## src/rtl/vcs_pkg.sv

```systemverilog
// Shared constants and the window type of the crop and scale block.
// Assumes register widths fixed by the byte-wide packing: 10-bit crop
// values and 12-bit scale values.
package vcs_pkg;

    localparam int CROP_W  = 10;
    localparam int SCALE_W = 12;
    localparam int ADDR_W  = 3;
    localparam int UNITY   = 256;

    localparam logic [ADDR_W-1:0] A_HDLY_LO  = 3'd0;
    localparam logic [ADDR_W-1:0] A_HACT_LO  = 3'd1;
    localparam logic [ADDR_W-1:0] A_VDLY_LO  = 3'd2;
    localparam logic [ADDR_W-1:0] A_VACT_LO  = 3'd3;
    localparam logic [ADDR_W-1:0] A_CROP_HI  = 3'd4;
    localparam logic [ADDR_W-1:0] A_HSCL_LO  = 3'd5;
    localparam logic [ADDR_W-1:0] A_VSCL_LO  = 3'd6;
    localparam logic [ADDR_W-1:0] A_SCALE_HI = 3'd7;

    typedef struct packed {
        logic [CROP_W-1:0]  hdelay;
        logic [CROP_W-1:0]  hactive;
        logic [CROP_W-1:0]  vdelay;
        logic [CROP_W-1:0]  vactive;
        logic [SCALE_W-1:0] hscale;
        logic [SCALE_W-1:0] vscale;
    } vcs_win_t;

    localparam vcs_win_t WIN_RESET = '{
        hdelay:  10'd0,
        hactive: 10'd720,
        vdelay:  10'd24,
        vactive: 10'd288,
        hscale:  12'd256,
        vscale:  12'd256
    };

endpackage

```

## src/rtl/vcs_regs.sv

```systemverilog
// Window register file: byte writes land in a shadow copy, and the shadow
// is copied into the live window on each load pulse (field start).
// Assumes a write and a load in one cycle: the load takes the shadow as it
// was before that write.
module vcs_regs
    import vcs_pkg::*;
(
    input  logic              clk,
    input  logic              rst_n,
    input  logic              we,
    input  logic [ADDR_W-1:0] addr,
    input  logic [7:0]        wdata,
    input  logic              load,
    output vcs_win_t          win
);

    vcs_win_t shadow;

    // Byte writes into the shadow copy, high bits from packed registers.
    always_ff @(posedge clk) begin
        if (!rst_n) begin
            shadow <= WIN_RESET;
        end else if (we) begin
            case (addr)
                A_HDLY_LO:  shadow.hdelay[7:0]  <= wdata;
                A_HACT_LO:  shadow.hactive[7:0] <= wdata;
                A_VDLY_LO:  shadow.vdelay[7:0]  <= wdata;
                A_VACT_LO:  shadow.vactive[7:0] <= wdata;
                A_CROP_HI: begin
                    shadow.vdelay[9:8]  <= wdata[7:6];
                    shadow.vactive[9:8] <= wdata[5:4];
                    shadow.hdelay[9:8]  <= wdata[3:2];
                    shadow.hactive[9:8] <= wdata[1:0];
                end
                A_HSCL_LO:  shadow.hscale[7:0]  <= wdata;
                A_VSCL_LO:  shadow.vscale[7:0]  <= wdata;
                A_SCALE_HI: begin
                    shadow.vscale[11:8] <= wdata[7:4];
                    shadow.hscale[11:8] <= wdata[3:0];
                end
                default: ;
            endcase
        end
    end

    // Live window copy, refreshed only at field start.
    always_ff @(posedge clk) begin
        if (!rst_n) begin
            win <= WIN_RESET;
        end else if (load) begin
            win <= shadow;
        end
    end

    AST_WIN_HOLD: assert property (@(posedge clk) disable iff (!rst_n)
        !load |=> $stable(win));

endmodule

```

## src/rtl/vcs_axis.sv

```systemverilog
// One axis of the window: counts positions since restart, tests the crop
// window and runs the drop-based phase accumulator. Used for samples
// (horizontal) and for lines (vertical).
// Assumes restart and step never matter in one cycle (restart wins).
module vcs_axis
    import vcs_pkg::*;
#(
    parameter int CW = CROP_W,
    parameter int SW = SCALE_W
) (
    input  logic          clk,
    input  logic          rst_n,
    input  logic          restart,
    input  logic          step,
    input  logic [CW-1:0] delay,
    input  logic [CW-1:0] active,
    input  logic [SW-1:0] scale,
    output logic          keep
);

    localparam int POS_W = CW + 1;
    localparam int ACC_W = SW + 1;
    localparam logic [ACC_W-1:0] ONE = ACC_W'(UNITY);

    logic [POS_W-1:0] pos;
    logic [ACC_W-1:0] acc;
    logic [ACC_W-1:0] scale_eff;
    logic [ACC_W-1:0] sum;
    logic [POS_W-1:0] win_end;
    logic             in_win;
    logic             hit;

    // Clamp the scale to unity and evaluate the window and accumulator.
    always_comb begin
        scale_eff = (ACC_W'(scale) < ONE) ? ONE : ACC_W'(scale);
        win_end   = POS_W'(delay) + POS_W'(active);
        in_win    = (pos >= POS_W'(delay)) && (pos < win_end);
        sum       = acc + ONE;
        hit       = sum >= scale_eff;
        keep      = step && in_win && hit;
    end

    // Position counter and phase accumulator.
    always_ff @(posedge clk) begin
        if (!rst_n || restart) begin
            pos <= '0;
            acc <= '0;
        end else if (step) begin
            if (pos != '1) begin
                pos <= pos + 1'b1;
            end
            if (in_win) begin
                acc <= hit ? (sum - scale_eff) : sum;
            end
        end
    end

    AST_ACC_BELOW_SCALE: assert property (@(posedge clk) disable iff (!rst_n)
        acc < scale_eff);

endmodule

```

## src/rtl/vid_crop_scale.sv

```systemverilog
// Crop and scale window top: a horizontal and a vertical axis engine
// select samples, a shadowed register file supplies the window, and one
// register stage drives the outputs with line and field markers.
// Assumes sync pulses last one cycle; samples in sync cycles are dropped.
module vid_crop_scale
    import vcs_pkg::*;
#(
    parameter int DATA_W = 20
) (
    input  logic              clk,
    input  logic              rst_n,
    input  logic              cfg_we,
    input  logic [ADDR_W-1:0] cfg_addr,
    input  logic [7:0]        cfg_wdata,
    input  logic              in_valid,
    input  logic [DATA_W-1:0] in_data,
    input  logic              in_hsync,
    input  logic              in_vsync,
    input  logic              in_field,
    output logic              out_valid,
    output logic [DATA_W-1:0] out_data,
    output logic              out_sol,
    output logic              out_sof,
    output logic              out_field
);

    localparam int N_AXIS = 2;
    localparam int AX_H   = 0;
    localparam int AX_V   = 1;

    vcs_win_t            win;
    logic [CROP_W-1:0]   ax_delay  [N_AXIS];
    logic [CROP_W-1:0]   ax_active [N_AXIS];
    logic [SCALE_W-1:0]  ax_scale  [N_AXIS];
    logic [N_AXIS-1:0]   ax_restart;
    logic [N_AXIS-1:0]   ax_step;
    logic [N_AXIS-1:0]   ax_keep;
    logic                line_on;
    logic                sol_pend;
    logic                sof_pend;
    logic                field_q;

    vcs_regs u_regs (
        .clk   (clk),
        .rst_n (rst_n),
        .we    (cfg_we),
        .addr  (cfg_addr),
        .wdata (cfg_wdata),
        .load  (in_vsync),
        .win   (win)
    );

    assign ax_delay[AX_H]  = win.hdelay;
    assign ax_active[AX_H] = win.hactive;
    assign ax_scale[AX_H]  = win.hscale;
    assign ax_delay[AX_V]  = win.vdelay;
    assign ax_active[AX_V] = win.vactive;
    assign ax_scale[AX_V]  = win.vscale;

    assign ax_restart[AX_H] = in_hsync || in_vsync;
    assign ax_step[AX_H]    = in_valid && !in_hsync && !in_vsync && line_on;
    assign ax_restart[AX_V] = in_vsync;
    assign ax_step[AX_V]    = in_hsync && !in_vsync;

    for (genvar g = 0; g < N_AXIS; g++) begin : g_axis
        vcs_axis #(
            .CW (CROP_W),
            .SW (SCALE_W)
        ) u_axis (
            .clk     (clk),
            .rst_n   (rst_n),
            .restart (ax_restart[g]),
            .step    (ax_step[g]),
            .delay   (ax_delay[g]),
            .active  (ax_active[g]),
            .scale   (ax_scale[g]),
            .keep    (ax_keep[g])
        );
    end

    // Line gate: set for a line the vertical engine keeps.
    always_ff @(posedge clk) begin
        if (!rst_n || in_vsync) begin
            line_on <= 1'b0;
        end else if (in_hsync) begin
            line_on <= ax_keep[AX_V];
        end
    end

    // Pending first-of-line and first-of-field markers.
    always_ff @(posedge clk) begin
        if (!rst_n) begin
            sol_pend <= 1'b0;
            sof_pend <= 1'b0;
        end else begin
            if (in_hsync || in_vsync) begin
                sol_pend <= 1'b1;
            end else if (ax_keep[AX_H]) begin
                sol_pend <= 1'b0;
            end
            if (in_vsync) begin
                sof_pend <= 1'b1;
            end else if (ax_keep[AX_H]) begin
                sof_pend <= 1'b0;
            end
        end
    end

    // Field flag captured at field start.
    always_ff @(posedge clk) begin
        if (!rst_n) begin
            field_q <= 1'b0;
        end else if (in_vsync) begin
            field_q <= in_field;
        end
    end

    // Output register stage.
    always_ff @(posedge clk) begin
        if (!rst_n) begin
            out_valid <= 1'b0;
            out_data  <= '0;
            out_sol   <= 1'b0;
            out_sof   <= 1'b0;
        end else begin
            out_valid <= ax_keep[AX_H];
            out_sol   <= ax_keep[AX_H] && sol_pend;
            out_sof   <= ax_keep[AX_H] && sof_pend;
            if (ax_keep[AX_H]) begin
                out_data <= in_data;
            end
        end
    end

    assign out_field = field_q;

    AST_SYNC_DROPS_SAMPLE: assert property (@(posedge clk) disable iff (!rst_n)
        (in_hsync || in_vsync) |=> !out_valid);
    AST_SOF_IS_SOL: assert property (@(posedge clk) disable iff (!rst_n)
        out_sof |-> out_sol);
    AST_LINE_GATED: assert property (@(posedge clk) disable iff (!rst_n)
        out_valid |-> $past(line_on));
    AST_MARKER_NEEDS_VALID: assert property (@(posedge clk) disable iff (!rst_n)
        (out_sol || out_sof) |-> out_valid);

endmodule

```

## config.mk

```make
export PLATFORM = sky130hd
export DESIGN_NAME = vid_crop_scale
export DESIGN_NICKNAME = d
export VERILOG_FILES = /design/src/rtl/vcs_pkg.sv /design/src/rtl/vcs_regs.sv /design/src/rtl/vcs_axis.sv /design/src/rtl/vid_crop_scale.sv
export SDC_FILE = /design/constraint.sdc
export NUM_CORES = 1
export LEC_CHECK = 0
export BUFFER_PORTS_ARGS = -buffer_cell sky130_fd_sc_hd__clkbuf_2
export CORE_UTILIZATION = 40
export DETAILED_ROUTE_END_ITERATION = 16
export PLACE_DENSITY = 0.59
export REMOVE_ABC_BUFFERS = 1
export SLEW_MARGIN = 30
export SYNTH_ARGS = -nofsm -noshare
export SYNTH_HDL_FRONTEND = slang
export SYNTH_SLANG_ARGS = --single-unit
```

## constraint.sdc

```tcl
create_clock -name clk -period 3.8 [get_ports clk]
set_input_delay 0.19 -clock clk [delete_from_list [all_inputs] [get_ports clk]]
set_output_delay 0.19 -clock clk [all_outputs]
set_load 0.005 [all_outputs]
```

# After elaboration in Yosys (flattened, before gate mapping)
# Index checks and enable logic that the tools add are counted.
word_totals:
  reg_bits: 203
  latch_bits: 0
  ramBits: 0
  romBits: 0
  input_bits: 38
  output_inout_bits: 24
  wordCells: 95
  memories: 0
op_classes:
  addsub: 8
  multipliers: 0
  n_div: 0
  order_cmp: 8
  eq_ne: 9
  n_shift: 0
  muxes: 7
  n_bitwise: 0
  n_reduce_logical: 33
op_table:
  columns: ["operator", "count"]
  rows:
  - ["13-bit by 9-bit adder with 13-bit output, second input constant", 2]
  - ["13-bit greater-or-equal comparator", 2]
  - ["13-bit two-way mux", 2]
  - ["13-bit subtractor", 2]
  - ["12-bit by 9-bit < comparator with 1-bit output, second input constant", 2]
  - ["12-bit two-way mux", 2]
  - ["2-bit AND reduction", 12]
  - ["10-bit by 10-bit adder with 11-bit output", 2]
  - ["11-bit by 1-bit adder with 11-bit output, second input constant", 2]
  - ["11-bit by 10-bit greater-or-equal comparator with 1-bit output", 2]
  - ["11-bit < comparator", 2]
  - ["11-bit inequality test, second input constant", 2]
  - ["3-bit equality test, second input constant", 4]
  - ["1-bit logical AND", 12]
  - ["3-bit by 2-bit equality test with 1-bit output, second input constant", 2]
  - ["2-bit nonzero test", 2]
  - ["3-bit by 1-bit equality test with 1-bit output, second input constant", 1]
  - ["1-bit logical NOT", 3]
  - ["3-bit logical NOT", 1]
  - ["1-bit logical OR", 3]
  - ["1-bit two-way mux", 3]

# Depth between registers and ports, before layout
depth:
  ltp_word: 8
  ltp_mapped: 17
  ltp_nobuf: 16

# By module
# A second synthesis with hierarchy kept.
unflattened:
  cells_unflattened: 1155
  area_unflattened_um2: 10830.4
by_module_without_submodules:
  columns: ["module", "instances", "cells_each", "area_each_um2", "seq_area_each_um2"]
  rows:
  - ["vcs_regs", 1, 443, 4818.4, 2562.5]
  - ["vcs_axis at g_axis[1].u_axis", 1, 310, 2516.2, 480.5]
  - ["vcs_axis at g_axis[0].u_axis", 1, 315, 2473.6, 480.5]
  - ["vid_crop_scale", 1, 87, 1022.2, 540.5]

# Least setup slack after synthesis
# OpenSTA, ideal clock, no wires.
synth_path:
  path_type: "reg-to-reg"
  start: "register u_regs.win[55] (netlist name)"
  end: "register g_axis[0].u_axis.acc[5]"
  setup_ns: 0.128
  arrival_time_ns: 3.461
  required_ns: 3.672
  path_slack_ns: 0.212
  stages_incl_launch_ff: 17
  synth_period_minus_slack_ns: 3.588
  path_cell_list: "dfxtp_1 -> ha_1 -> a21o_1 -> a21oi_1 -> o21bai_1 -> a2111oi_0 -> o31ai_1 -> a21oi_1 -> xor2_1 -> ha_1 -> a21o_1 -> a211oi_1 -> and4_4 -> buf_12 -> buf_6 -> mux2i_1 -> nor2_1"
synth_via:
  elab_chain_cells: 4
  elab_cells_between_ends: 5
  cone_classes: "1 x add/sub; 2 x order compare; 2 x reduce/logical"
synth_rtl:
  columns: ["element", "line", "source"]
  rows:
  - ["10-bit by 10-bit adder with 11-bit output", "vcs_axis.sv:36", "win_end = POS_W'(delay) + POS_W'(active);"]
  - ["11-bit < comparator", "vcs_axis.sv:37", "in_win = (pos >= POS_W'(delay)) && (pos < win_end);"]
  - ["1-bit logical AND *", "vcs_axis.sv:37", null]
  - ["2-bit AND reduction (no source line) *", null, null]
  - ["end signal, assigned", "vcs_axis.sv:53", "acc <= hit ? (sum - scale_eff) : sum;"]
  - ["end, declared", "vcs_axis.sv:26", "logic [ACC_W-1:0] acc;"]
# Every way passes the cells marked *; elsewhere a longest branch is shown, timed or not.
# A chain may end at the register's enable or synchronous reset.

# Worst setup path in the final report
layout_path:
  start: "register u_regs.win[44] (netlist name)"
  end: "register out_data[6]"
layout_via:
  elab_chain_cells: 5
layout_rtl:
  columns: ["element", "line", "source"]
  rows:
  - ["10-bit by 10-bit adder with 11-bit output", "vcs_axis.sv:36", null]
  - ["11-bit < comparator", "vcs_axis.sv:37", null]
  - ["1-bit logical AND", "vcs_axis.sv:37", null]
  - ["1-bit logical AND (2 in series)", "vcs_axis.sv:40", "keep = step && in_win && hit;"]
  - ["end signal, assigned", "vid_crop_scale.sv:130", "out_data <= in_data;"]
  - ["end, declared", "vid_crop_scale.sv:21", "output logic [DATA_W-1:0] out_data,"]
# No other way between the ends.

==> results.md <==
Status:
- The flow ran to the end, but the final reports show violations.
- The final reports fail on DRC.

Die:
- The area of the core region is ~0.026 sq mm.
- For this design the top-level I/O count stands at 62.
- The site row count is just under 60.
- The overall die width is 166.5 um.
- From bottom edge to top edge, the die measures 166.5 um.
- Once the floorplan was initialized, standard cells occupied 41.17% of the core.
- The total die area is roughly 0.028 sq mm.

Critical path:
- Walking the worst path, the cells encountered are ha_1 -> fa_1 -> a21o_1 -> a21oi_2 -> o21bai_1 -> a21oi_2 -> xor2_1 -> ha_1 -> and3_1 -> a2111oi_2 -> a21o_1 -> and4_4 -> clkbuf_16 -> mux2i_1 -> nor2b_1.
- The startpoint identified for the worst register-to-register timing path is u_regs.win[44]$_SDFFE_PN0P_.
- The largest single stage delay on the critical path is approximately 420 ps.
- In this run the critical register-to-register path is captured at out_data[6]$_SDFFE_PN0P_.
- The kind of capture point of the worst setup path is a flip-flop.
- Measured in cells, the most critical reg-to-reg path has a length of 15.
- The required time of the worst setup path is roughly 4200 ps.
- On the critical path, the stage with the largest delay is an instance of sky130_fd_sc_hd__fa_1.
- The element type at the critical path start is a flip-flop.
- Data arrives at the worst endpoint at between 3000 and 4000 ps.
- Along the worst path, the maximum fanout reaches 11.
- The category of the most critical setup path is reg2reg.
- The worst-case register-to-register setup slack is 210 ps.

Routing:
- In this run, the number of DRC markers left after iteration 0 of detailed routing was 365.
- After detailed routing, the number of remaining DRC violations is 1.
- The count of nets left with antenna violations after detail routing is 0.
- Using the TritonRoute via totals, the vias-per-cell ratio works out to 5.076.
- The first detailed-routing pass took 10 iterations.
- In the final routed layout, each cell accounts on average for roughly 15 um.
- The routed wire length is 23970 um.
- The via count is between 8000 and 9000.

Layout:
- The final layout net count is between 1000 and 1500.
- The library cells used most frequently in the layout, excluding fill and tap cells, are 202 x sky130_fd_sc_hd__dfxtp_1, 182 x sky130_fd_sc_hd__nand2_1, 99 x sky130_fd_sc_hd__mux2i_1, 92 x sky130_fd_sc_hd__nor2b_1, 88 x sky130_fd_sc_hd__ha_1.
- The number of filler instances in the final layout is 2519.
- The post-route non-filler standard cell count is approximately 1700.
- The post-route netlist has between 10% and 20% of its cells at a drive strength greater than 1.
- The number of antenna diodes in the final layout is 0.
- The most common cell after layout, fill and taps aside is sky130_fd_sc_hd__dfxtp_1.
- The area growth from synthesis to layout is 16.71%.

Synth:
- For this run, the leading register cell type out of synthesis is sky130_fd_sc_hd__dfxtp_1.
- The synthesized area is between 0.01 and 0.015 sq mm.
- The share of the Yosys chip area taken by registers is 37.56%.
- Of the total synthesized cell area, the portion taken by AND, OR, NAND and NOR gates is 19.63%.
- The mux cell area share after synthesis is 9.262%.
- Synthesis inferred around 200 register bits.
- The share of flip-flops with an asynchronous set or reset is 0%.
- The cell count after synthesis came out at 1214.
- After Yosys synthesis, full adders, half adders and majority gates account for between 10% and 20% of the synthesized area.
- By area the synthesized netlist is led by sky130_fd_sc_hd__dfxtp_1 38%, sky130_fd_sc_hd__ha_1 10%, sky130_fd_sc_hd__mux2i_1 9.2%.
- The netlist uses 66 different library cells.
- The count of warnings emitted by yosys is 0.
- The post-synthesis compound-gate area fraction is approximately 14%.
- The most area-hungry cell type in the Yosys netlist is sky130_fd_sc_hd__dfxtp_1.
- The share of the synthesized area in the top cell type is 37.56%.
- Of the total synthesized cell area, the portion taken by XOR and XNOR cells is roughly 4.2%.
- The average instance in the mapped netlist occupies between 8 and 9 sq um.
- The number of flops mapped to enable cells by yosys is 0.
- By area, the combinational part of the netlist is dominated by simple AND/OR/NAND/NOR gates.

Job:
- The count of max-cap constraint violations is 0.

Clock tree:
- The number of clock buffers inserted by TritonCTS is 24.
- TritonCTS built the clock tree.
- The clock reaches the later pin of the worst-skew pair after around 500 ps.
- The register clock-pin slew on the reported worst setup and hold paths is ~60 ps.
- The clock passes through at most 3 buffers.
- The TritonCTS sink count is 203.
- The maximum level of the CTS H-tree is 1.
- The clock tree root buffer cell is sky130_fd_sc_hd__clkbuf_16.

Global routing:
- The number of global-route vias before repair is between 7000 and 8000.
- The global route total overflow is 0.
- The number of antenna violations at the first check in global routing was 2.
- The first-pass GRT wire length is 39930 um.
- Across every metal layer, demand over resource in global routing totals between 10% and 20%.
- Entering global routing, the biggest net connects 95 pins.

Placement:
- The number of I/O port buffers is 61.
- Once placement completed, the tool counted placed cells totaling 1582.
- The HPWL after detailed placement is roughly 17000 um.
- Routability-driven placement finished with a final weighted congestion of 0.8236.

STA:
- Setup repair after global routing left no endpoint under its margin.
- The number of max-slew violations in the final report is 0.
- The tightest slew margin relative to the limit is 38.07%.
- Counting I/O delays and the setup requirement, the final critical path takes around 3600 ps.
- Setup violations remaining at the end of the flow were counted as 0.
- The final number of hold-violating endpoints is 0.
- Static timing analysis puts the maximum clock frequency at about 280 MHz.
- The final clock period utilization by the worst path is 94.47%.
- The slew of the pin with the lowest slew margin is ~900 ps.
- Across the routed clock network, the largest skew measured is around 11 ps.

Pwr:
- Power spread over the standard cell area amounts to 390.4 mW/mm^2.
- Power comes to between 4 and 5 mW.
- The leakage power is just over 5 nW.
- The peak ir drop on the vdd network is around 350 uV.

Hold path:
- The path with the worst hold slack has its endpoint at u_regs.shadow[42]$_SDFFE_PN0P_.
- The number of stages on the worst hold path is 3.
- The worst hold path begins at cfg_wdata[6].
- The path class of the lowest-slack min-delay path is in2reg.
-- cell families after synthesis --
logic type      count (synthesis)
fa+ha+maj                      92
xor+xnor                       52
simple gates                  445
flops                         203
buf+inv                        97
compound gates                225
mux                           100
-- state kept, by name (all words and copies together) (netlist names), 20 cells and up --
register	flops
g_axis.u_axis.acc	26
g_axis.u_axis.pos	22
out_data	20
u_regs.shadow	64
u_regs.win	64
-- critical path, delay by kind of cell, from the launching register on --
kind	cells	cell delay [ps]
flops	1	310
simple gates	3	570
xor+xnor	1	160
compound gates	6	1170
mux	1	190
fa+ha+maj	3	900
buf+inv	1	190
-- metrics by stage --
stage | util (%) | TNS [ps] | hold slack, ps | setup WS [ps] | cell area [sq um]
after floorplan | - | 0 | 251.9 | 100.6 | 10580
after global placement | 43.62 | -2.261 | 445.9 | -2.261 | 11460
after detailed placement | 43.62 | -697.8 | 455.6 | -49.95 | 11460
after CTS | 47.74 | 0 | 63.05 | 10.71 | 12550
after global routing | 48.05 | 0 | 86.92 | 8.749 | 12630
final | 48.05 | 0 | 79.69 | 210.3 | 12630
-- what timing repair did --
action,in CTS,in global routing
pin swaps,0,4
hold endpoints to repair,22,0
hold buffers,22,0
resized for setup,1,15
buffers inserted,0,2
gates cloned,0,1
setup endpoints to repair,21,47
-- synth_stat cells, types with 5 or more instances --
library cell and count:
sky130_fd_sc_hd__a211oi_1 8, sky130_fd_sc_hd__o31ai_1 6, sky130_fd_sc_hd__and3_1 7, sky130_fd_sc_hd__a21boi_0 57
sky130_fd_sc_hd__nor2_1 66, sky130_fd_sc_hd__xor2_1 27, sky130_fd_sc_hd__buf_1 14, sky130_fd_sc_hd__o211ai_1 5
sky130_fd_sc_hd__nand3_1 37, sky130_fd_sc_hd__ha_1 88, sky130_fd_sc_hd__nand2_1 182, sky130_fd_sc_hd__mux2i_1 99
sky130_fd_sc_hd__a21oi_1 53, sky130_fd_sc_hd__xnor2_1 25, sky130_fd_sc_hd__o21ai_0 25, sky130_fd_sc_hd__or3_1 8
sky130_fd_sc_hd__clkbuf_1 26, sky130_fd_sc_hd__nor3_1 8, sky130_fd_sc_hd__nand2b_1 9, sky130_fd_sc_hd__o21a_1 7
sky130_fd_sc_hd__dfxtp_1 203, sky130_fd_sc_hd__a21o_1 21, sky130_fd_sc_hd__inv_1 50, sky130_fd_sc_hd__nand4_1 13
sky130_fd_sc_hd__nor2b_1 92
-- routing by layer --
metal  track usage (%)  wire (um)  vias to the layer above
met1             23.81      11920                     3863
li1                  -          -                     4378
met2             27.58      10580                       96
met5                 0          0                        -
met4             4.871        614                        0
met3             2.709        858                       39
-- cell type report --
cell class              count  area [sq um]  area share [%]
inverters                  50         187.7           1.486
multi-input cells         914          6372           50.46
clock buffers              33         705.7           5.588
clock inverters            10         152.6           1.209
repair buffers            105         725.7           5.747
flip-flops and latches    203          4065           32.19
well taps                 335         419.2           3.319
-- how the worst max path moves through the flow --
stage	slack (ps)	from	cells past startpoint	endpoint
floorplan	100	u_regs.win[55]$_SDFFE_PN0P_	14	g_axis[0].u_axis.acc[2]$_SDFFE_PP0P_
global placement	-2	u_regs.win[45]$_SDFFE_PN0P_	16	out_data[3]$_SDFFE_PN0P_
detailed placement	-50	u_regs.win[45]$_SDFFE_PN0P_	16	out_data[1]$_SDFFE_PN0P_
CTS	10	u_regs.win[44]$_SDFFE_PN0P_	15	out_data[17]$_SDFFE_PN0P_
global route	9	u_regs.win[25]$_SDFFE_PN0P_	16	g_axis[1].u_axis.acc[3]$_SDFFE_PP0P_
finish	210	u_regs.win[44]$_SDFFE_PN0P_	15	out_data[6]$_SDFFE_PN0P_
-- report_power, final --
group          switching (mW)  leakage, nW  internal [mW]  total [mW]
registers              0.0157         1.64           2.16        2.17
clock network           0.893        0.424           1.56        2.46
logic                   0.171         3.13          0.132       0.303
Note: power is estimated with default switching activity, not from simulation.
